===== config.mk =====
export PLATFORM = sky130hd
export DESIGN_NAME = pic_cmd_seq
export DESIGN_NICKNAME = d
export VERILOG_FILES = /design/src/rtl/pic_cmd_pkg.sv /design/src/rtl/pic_cmd_decode.sv /design/src/rtl/pic_init_seq.sv /design/src/rtl/pic_eoi_gen.sv /design/src/rtl/pic_rd_port.sv /design/src/rtl/pic_cmd_seq.sv
export SDC_FILE = /design/constraint.sdc
export NUM_CORES = 1
export LEC_CHECK = 0
export BUFFER_PORTS_ARGS = -buffer_cell sky130_fd_sc_hd__clkbuf_2
export CAP_MARGIN = 0
export CORE_ASPECT_RATIO = 0.8
export CORE_MARGIN = 3
export CORE_UTILIZATION = 49
export DETAILED_ROUTE_END_ITERATION = 7
export PLACE_DENSITY = 0.88
export SYNTH_ARGS = -nofsm -noshare
export SYNTH_HDL_FRONTEND = slang
export SYNTH_HIERARCHICAL = 1
export SYNTH_SLANG_ARGS = --single-unit

===== constraint.sdc =====
create_clock -name clk_i -period 1.75 [get_ports clk_i]
set_input_delay 0.525 -clock clk_i [delete_from_list [all_inputs] [get_ports clk_i]]
set_output_delay 0.525 -clock clk_i [all_outputs]
set_load 0.02 [all_outputs]

===== src/rtl/pic_cmd_pkg.sv =====
package pic_cmd_pkg;
  typedef enum logic [1:0] {
    STEP_IDLE,
    STEP_BASE,
    STEP_CASC,
    STEP_MODE
  } step_e;

  typedef enum logic [1:0] {
    CMD_NONE,
    CMD_INIT,
    CMD_OP2,
    CMD_OP3
  } cmd_e;

  localparam logic [2:0] OP2_EOI_NS = 3'b001;
  localparam logic [2:0] OP2_EOI_SP = 3'b011;
endpackage


===== src/rtl/pic_cmd_decode.sv =====
module pic_cmd_decode
  import pic_cmd_pkg::*;
(
  input  logic       wr_i,
  input  logic       addr_i,
  input  logic [1:0] kind_i,    // command byte bits 4:3
  output cmd_e       cmd_o,
  output logic       cfg_wr_o
);
  always_comb begin
    cmd_o = CMD_NONE;
    if (wr_i && !addr_i) begin
      if (kind_i[1])       cmd_o = CMD_INIT;
      else if (kind_i[0])  cmd_o = CMD_OP3;
      else                 cmd_o = CMD_OP2;
    end
  end

  assign cfg_wr_o = wr_i && addr_i;
endmodule


===== src/rtl/pic_init_seq.sv =====
module pic_init_seq
  import pic_cmd_pkg::*;
#(
  parameter bit IS_MASTER = 1'b1,
  parameter int DW        = 8,
  parameter int LINE_W    = 3
) (
  input  logic          clk_i,
  input  logic          rst_ni,
  input  cmd_e          cmd_i,
  input  logic          cfg_wr_i,
  input  logic [DW-1:0] data_i,
  output logic [DW-1:0] mask_o,
  output logic [DW-1:0] vec_base_o,
  output logic [DW-1:0] casc_o,
  output logic          edge_mode_o,
  output logic          casc_mode_o,
  output logic          auto_eoi_o
);
  localparam logic [DW-1:0] VEC_KEEP = {{(DW-LINE_W){1'b1}}, {LINE_W{1'b0}}};
  localparam logic [DW-1:0] ID_KEEP  = {{(DW-LINE_W){1'b0}}, {LINE_W{1'b1}}};

  step_e step_q;
  logic  want_mode_q;
  logic [DW-1:0] casc_val;

  generate
    if (IS_MASTER) begin : g_master
      assign casc_val = data_i;
    end else begin : g_slave
      assign casc_val = data_i & ID_KEEP;
    end
  endgenerate

  always_ff @(posedge clk_i or negedge rst_ni) begin
    if (!rst_ni) begin
      step_q      <= STEP_IDLE;
      want_mode_q <= 1'b0;
      mask_o      <= '0;
      vec_base_o  <= '0;
      casc_o      <= '0;
      edge_mode_o <= 1'b0;
      casc_mode_o <= 1'b0;
      auto_eoi_o  <= 1'b0;
    end else if (cmd_i == CMD_INIT) begin
      mask_o      <= '0;
      edge_mode_o <= data_i[3];
      casc_mode_o <= ~data_i[1];
      want_mode_q <= data_i[0];
      if (!data_i[0]) auto_eoi_o <= 1'b0;
      step_q      <= STEP_BASE;
    end else if (cfg_wr_i) begin
      unique case (step_q)
        STEP_IDLE: mask_o <= data_i;
        STEP_BASE: begin
          vec_base_o <= data_i & VEC_KEEP;
          if (casc_mode_o) begin
            step_q <= STEP_CASC;
          end else begin
            casc_o <= '0;
            step_q <= STEP_IDLE;
          end
        end
        STEP_CASC: begin
          casc_o <= casc_val;
          step_q <= want_mode_q ? STEP_MODE : STEP_IDLE;
        end
        STEP_MODE: begin
          auto_eoi_o <= data_i[1];
          step_q     <= STEP_IDLE;
        end
        default: step_q <= STEP_IDLE;
      endcase
    end
  end

  p_mask_clr_r2: assert property (@(posedge clk_i) disable iff (!rst_ni)
    cmd_i == CMD_INIT |=> mask_o == '0);
  p_vec_base_r3: assert property (@(posedge clk_i) disable iff (!rst_ni)
    (cmd_i != CMD_INIT && cfg_wr_i && step_q == STEP_BASE)
      |=> vec_base_o == ($past(data_i) & VEC_KEEP));
  p_single_end_r3: assert property (@(posedge clk_i) disable iff (!rst_ni)
    (cmd_i != CMD_INIT && cfg_wr_i && step_q == STEP_BASE && !casc_mode_o)
      |=> (step_q == STEP_IDLE && casc_o == '0));
  p_mask_hold_r6: assert property (@(posedge clk_i) disable iff (!rst_ni)
    (cmd_i != CMD_INIT && cfg_wr_i && step_q != STEP_IDLE) |=> $stable(mask_o));
  p_mode_end_r5: assert property (@(posedge clk_i) disable iff (!rst_ni)
    (cmd_i != CMD_INIT && cfg_wr_i && step_q == STEP_MODE)
      |=> (step_q == STEP_IDLE && auto_eoi_o == $past(data_i[1])));
endmodule


===== src/rtl/pic_eoi_gen.sv =====
module pic_eoi_gen
  import pic_cmd_pkg::*;
#(
  parameter int NUM_LINES = 8,
  parameter int LINE_W    = $clog2(NUM_LINES)
) (
  input  logic                 clk_i,
  input  logic                 rst_ni,
  input  cmd_e                 cmd_i,
  input  logic [2:0]           sub_i,
  input  logic [LINE_W-1:0]    line_i,
  input  logic [NUM_LINES-1:0] isr_i,
  output logic                 eoi_ns_o,
  output logic                 eoi_sp_o,
  output logic [LINE_W-1:0]    eoi_line_o
);
  logic [LINE_W-1:0] top_line;
  logic is_ns, is_sp;

  // highest set in-service bit, 0 when none
  always_comb begin
    top_line = '0;
    for (int i = 0; i < NUM_LINES; i++)
      if (isr_i[i]) top_line = LINE_W'(i);
  end

  assign is_ns = (cmd_i == CMD_OP2) && (sub_i == OP2_EOI_NS);
  assign is_sp = (cmd_i == CMD_OP2) && (sub_i == OP2_EOI_SP);

  always_ff @(posedge clk_i or negedge rst_ni) begin
    if (!rst_ni) begin
      eoi_ns_o   <= 1'b0;
      eoi_sp_o   <= 1'b0;
      eoi_line_o <= '0;
    end else begin
      eoi_ns_o <= is_ns;
      eoi_sp_o <= is_sp;
      if (is_ns)      eoi_line_o <= top_line;
      else if (is_sp) eoi_line_o <= line_i;
    end
  end

  p_eoi_excl_r8: assert property (@(posedge clk_i) disable iff (!rst_ni)
    !(eoi_ns_o && eoi_sp_o));
  p_ns_src_r7: assert property (@(posedge clk_i) disable iff (!rst_ni)
    $rose(eoi_ns_o) |-> $past(cmd_i == CMD_OP2 && sub_i == OP2_EOI_NS));
  p_sp_line_r8: assert property (@(posedge clk_i) disable iff (!rst_ni)
    (cmd_i == CMD_OP2 && sub_i == OP2_EOI_SP) |=> (eoi_sp_o && eoi_line_o == $past(line_i)));
  p_no_pulse_r9: assert property (@(posedge clk_i) disable iff (!rst_ni)
    (cmd_i == CMD_OP2 && sub_i != OP2_EOI_NS && sub_i != OP2_EOI_SP)
      |=> (!eoi_ns_o && !eoi_sp_o));
endmodule


===== src/rtl/pic_rd_port.sv =====
module pic_rd_port
  import pic_cmd_pkg::*;
#(
  parameter int DW = 8
) (
  input  logic          clk_i,
  input  logic          rst_ni,
  input  cmd_e          cmd_i,
  input  logic [1:0]    sel_i,   // command byte bits 1:0
  input  logic          rd_i,
  input  logic          addr_i,
  input  logic [DW-1:0] irr_i,
  input  logic [DW-1:0] isr_i,
  input  logic [DW-1:0] mask_i,
  output logic [DW-1:0] rdata_o
);
  logic sel_irr_q;

  always_ff @(posedge clk_i or negedge rst_ni) begin
    if (!rst_ni) begin
      sel_irr_q <= 1'b1;
      rdata_o   <= '0;
    end else begin
      if (cmd_i == CMD_OP3 && sel_i[1]) sel_irr_q <= sel_i[0];
      if (rd_i) rdata_o <= addr_i ? mask_i : (sel_irr_q ? irr_i : isr_i);
    end
  end

  p_sel_hold_r10: assert property (@(posedge clk_i) disable iff (!rst_ni)
    (cmd_i != CMD_OP3 || !sel_i[1]) |=> $stable(sel_irr_q));
  p_mask_read_r11: assert property (@(posedge clk_i) disable iff (!rst_ni)
    (rd_i && addr_i) |=> rdata_o == $past(mask_i));
  p_rdata_hold_r11: assert property (@(posedge clk_i) disable iff (!rst_ni)
    !rd_i |=> $stable(rdata_o));
endmodule


===== src/rtl/pic_cmd_seq.sv =====
module pic_cmd_seq
  import pic_cmd_pkg::*;
#(
  parameter bit IS_MASTER = 1'b1,
  parameter int NUM_LINES = 8,
  parameter int LINE_W    = $clog2(NUM_LINES)
) (
  input  logic                 clk_i,
  input  logic                 rst_ni,
  input  logic                 addr_i,
  input  logic                 wr_i,
  input  logic                 rd_i,
  input  logic [NUM_LINES-1:0] wdata_i,
  output logic [NUM_LINES-1:0] rdata_o,
  input  logic [NUM_LINES-1:0] irr_i,
  input  logic [NUM_LINES-1:0] isr_i,
  output logic [NUM_LINES-1:0] mask_o,
  output logic [NUM_LINES-1:0] vec_base_o,
  output logic [NUM_LINES-1:0] casc_o,
  output logic                 edge_mode_o,
  output logic                 casc_mode_o,
  output logic                 auto_eoi_o,
  output logic                 eoi_ns_o,
  output logic                 eoi_sp_o,
  output logic [LINE_W-1:0]    eoi_line_o
);
  cmd_e cmd;
  logic cfg_wr;

  pic_cmd_decode u_dec (
    .wr_i     (wr_i),
    .addr_i   (addr_i),
    .kind_i   (wdata_i[4:3]),
    .cmd_o    (cmd),
    .cfg_wr_o (cfg_wr)
  );

  pic_init_seq #(
    .IS_MASTER (IS_MASTER),
    .DW        (NUM_LINES),
    .LINE_W    (LINE_W)
  ) u_init (
    .clk_i       (clk_i),
    .rst_ni      (rst_ni),
    .cmd_i       (cmd),
    .cfg_wr_i    (cfg_wr),
    .data_i      (wdata_i),
    .mask_o      (mask_o),
    .vec_base_o  (vec_base_o),
    .casc_o      (casc_o),
    .edge_mode_o (edge_mode_o),
    .casc_mode_o (casc_mode_o),
    .auto_eoi_o  (auto_eoi_o)
  );

  pic_eoi_gen #(
    .NUM_LINES (NUM_LINES),
    .LINE_W    (LINE_W)
  ) u_eoi (
    .clk_i      (clk_i),
    .rst_ni     (rst_ni),
    .cmd_i      (cmd),
    .sub_i      (wdata_i[7:5]),
    .line_i     (wdata_i[LINE_W-1:0]),
    .isr_i      (isr_i),
    .eoi_ns_o   (eoi_ns_o),
    .eoi_sp_o   (eoi_sp_o),
    .eoi_line_o (eoi_line_o)
  );

  pic_rd_port #(
    .DW (NUM_LINES)
  ) u_rd (
    .clk_i   (clk_i),
    .rst_ni  (rst_ni),
    .cmd_i   (cmd),
    .sel_i   (wdata_i[1:0]),
    .rd_i    (rd_i),
    .addr_i  (addr_i),
    .irr_i   (irr_i),
    .isr_i   (isr_i),
    .mask_i  (mask_o),
    .rdata_o (rdata_o)
  );
endmodule


==> metrics.csv <==
stage;metric;value;unit
outcome;status;finished clean;
synth;async_reset_ff_share;100;%
power;combPwrFrac;34.3;%
floorplan;initial_core_util;53.5;%
power;power_frac_seq;45.6;%
routing;dr.pass1.iters;4;
worst_setup_path;slowest_stage;mux2_2;
power;power.leakage;0.00132;uW
synth;synth_area_leaders;dfrtp_1 47%, mux2i_1 7.9%, o211ai_2 4.7%;
clocking;clk_latency;0.29;ns
grt;grt_pass1_vias;1753;
synth;yosysSeqAreaShare;48.0;%
timing;fin_crit;1.50;ns
placement;preCtsSetupSlack;-0.0565;ns
floorplan;die_w;79.9;um
routing;wl;5.11;mm
floorplan;io_pins;69;
clocking;cts_tree;yes;
placement;detailed_place_hpwl;3.90;mm
worst_setup_path;cp.arrival;1.68;ns
routing;antenna_left;0;
clocking;clock_path_buffers;2;
routing;drc;0;
synth;syn_inst;200;
clocking;clkTransAtPathRegs;0.08;ns
grt;grt_use_total;21.0;%
grt;grt_start_max_net_pins;25;
worst_setup_path;critPathCaptureType;flop;
synth;synth_common_cells;40 x dfrtp_1, 17 x mux2i_1, 17 x nand2_1, 15 x nor2_1, 13 x inv_1;
floorplan;coreArea;4000;um2
power;vdd_drop_max;723;uV
grt;grt_pass1_wl;8.38;mm
worst_setup_path;critPathKind;in -> reg;
synth;synth_seq_cells;41;
finish;drive_gt1_share;41.0;%
synth;syn_area;2140;um2
finish;final_nets;306;
floorplan;rows;20;
placement;place_area;2580;um2
finish;diodes;0;
clocking;cts-resized-gates;0;
worst_setup_path;path_max_fanout;5;
routing;routedWlPerCell;15.3;um
routing;via_per_inst;5.24;
power;swShare;37.8;%
timing;fin_tns_setup;0;ns
clocking;cts_hold_buf;0;
clocking;cts_buffers;5;
job;maxCapViolations;0;
floorplan;die_h;65.1;um
synth;synth.top_cell.area_share;46.7;%
placement;gp_congestion;0.803;
worst_setup_path;worstPathRequired;1.93;ns
grt;antenna_found_initial;0;
timing;final.period_utilization;85.9;%
finish;design_area;2670;um2
power;power.total;2990;uW
synth;synth.distinct_cells;39;
clocking;cts_sinks;41;
power;internal_power;1860;uW
finish;synthToLayoutAreaGrowth;24.4;%
synth;synth_edf_count;0;
synth;syn_area_per_cell;10.7;um2
worst_setup_path;cp-start-kind;primary input;
timing;timing.final.ws_setup;0.246;ns
finish;fillers;328;
timing;max_clock_freq;665;MHz
hold_path;hold_class;in -> async;
synth;yosys_warnings;6;
clocking;htreeDepth;2;
power;p_sw;1130;uW
clocking;postCtsSetupBuffers;0;
timing;hold_viol;0;
synth;synth.largest_area_cell;dfrtp_1;
worst_setup_path;cpPeakStageDelay;0.38;ns
power;pwr-share-clk;20.1;%
power;power.density;1120;nW/um2
synth;ys_dominant_reg_cell;dfrtp_1;
timing;drv_slew;0;
worst_setup_path;crit_chain;clkbuf_2 -> nand2b_4 -> nor2_1 -> buf_4 -> nor2b_4 -> nor3_4 -> mux2_2;
placement;io_buffers;65;
grt;grt_overflow;0;
timing;rsz0062_at_grt;false;
routing;first_iter_violations;70;
timing;setup_viol;0;
timing;finClkSkew;0.00206;ns
timing;whs;0.173;ns
clocking;root_buffer;clkbuf_8;
routing;num_vias;1744;
floorplan;die_area;5210;um2
synth;synth_most_common_cell;dfrtp_1;
## cells by family (layout without fill, tap and decap cells)
family / after synthesis / in the layout / synth area share [%]
and+or+nand+nor: 76 / 76 / 20.5
DFF: 41 / 41 / 48.0
AOI/OAI and AO/OA: 31 / 31 / 12.7
buffers and inverters: 28 / 104 / 7.53
muxes: 23 / 23 / 11.1
other: 1 / 3 / 0.175
## through the flow
stage / instances / utilization (%)
finish: 333 / 66.6
global route: 333 / 66.6
CTS: 333 / 66.6
detailed placement: 325 / 64.4
global placement: 325 / 64.4
floorplan: 202 / -
## final timing paths
path                                        from              endpoint  slack (ns)  depth (start not counted)
min in group clk_i               u_rd/rdata_o[0]       u_rd/rdata_o[0]        0.50                          2
worst max-delay path                      addr_i  u_init/vec_base_o[5]        0.25                          7
max in group asynchronous                 rst_ni        u_rd/sel_irr_q        1.02                          2
worst min-delay path                      rst_ni       u_rd/rdata_o[5]        0.17                          1
worst max register to register  u_init/step_q[1]      u_init/casc_o[5]        0.28                          3
worst min register to register   u_rd/rdata_o[0]       u_rd/rdata_o[0]        0.50                          2
## routing by layer
layer / vias up / part of all wire (%) / global-route usage (%) / wire, um
li1: 858 / - / - / -
met1: 830 / 44 / 27.6 / 2250
met2: 51 / 48 / 35.4 / 2470
met3: 5 / 6.9 / 5.07 / 351
met4: 0 / 0.65 / 4.64 / 33
met5: - / 0 / 0 / 0
## cells in the final DEF, fill, tap and decap left out, drive strengths merged, types with 2 or more instances in the layout
master | netlist | layout
nand3 | 9 | 9
nand2b | 13 | 13
nor3 | 4 | 4
a21oi | 4 | 4
o21ai | 4 | 4
conb | 1 | 3
clkbuf | 0 | 70
buf | 15 | 18
o31ai | 2 | 2
inv | 13 | 13
nand2 | 17 | 17
o221ai | 8 | 8
nand4 | 8 | 8
dfrtp | 40 | 40
o211ai | 8 | 8
mux2i | 17 | 17
mux2 | 6 | 6
clkinv | 0 | 2
nor2 | 16 | 16
nor2b | 3 | 3
## state kept, by name, summed over array words and instances, names as in the netlist
signal	cells
u_rd/rdata_o	8
u_eoi/eoi_ns_o	1
u_init/vec_base_o	5
u_eoi/eoi_line_o	3
u_init/casc_o	8
u_eoi/eoi_sp_o	1
u_init/want_mode_q	1
u_rd/sel_irr_q	1
u_init/casc_mode_o	1
u_init/edge_mode_o	1
u_init/mask_o	8
u_init/auto_eoi_o	1
u_init/step_q	2
## critical path: cells and delay by family
kind | cells | cell delay, ns
buffers and inverters | 2 | 0.23
muxes | 1 | 0.38
and+or+nand+nor | 4 | 0.55
## power groups by stage
| stage | sequential, uW | clock, uW | combinational [uW] |
|---|---|---|---|
| floorplan | 1600 | 0 | 414 |
| global placement | 1380 | 0 | 1010 |
| detailed placement | 1380 | 0 | 1030 |
| CTS | 1370 | 614 | 1040 |
| global route | 1400 | 664 | 1120 |
| finish | 1360 | 600 | 1020 |
## final cells by class
| cell class | instances | area (um2) | share of cell area (%) |
|---|---|---|---|
| Timing Repair Buffer | 83 | 473 | 17.7 |
| Inverter | 13 | 48.8 | 1.83 |
| Tap cell | 55 | 68.8 | 2.58 |
| Multi-Input combinational cell | 133 | 961 | 36.1 |
| Clock buffer | 5 | 68.8 | 2.58 |
| Clock inverter | 3 | 17.5 | 0.657 |
| Sequential cell | 41 | 1030 | 38.5 |
Power figures use the tool's default switching activity.
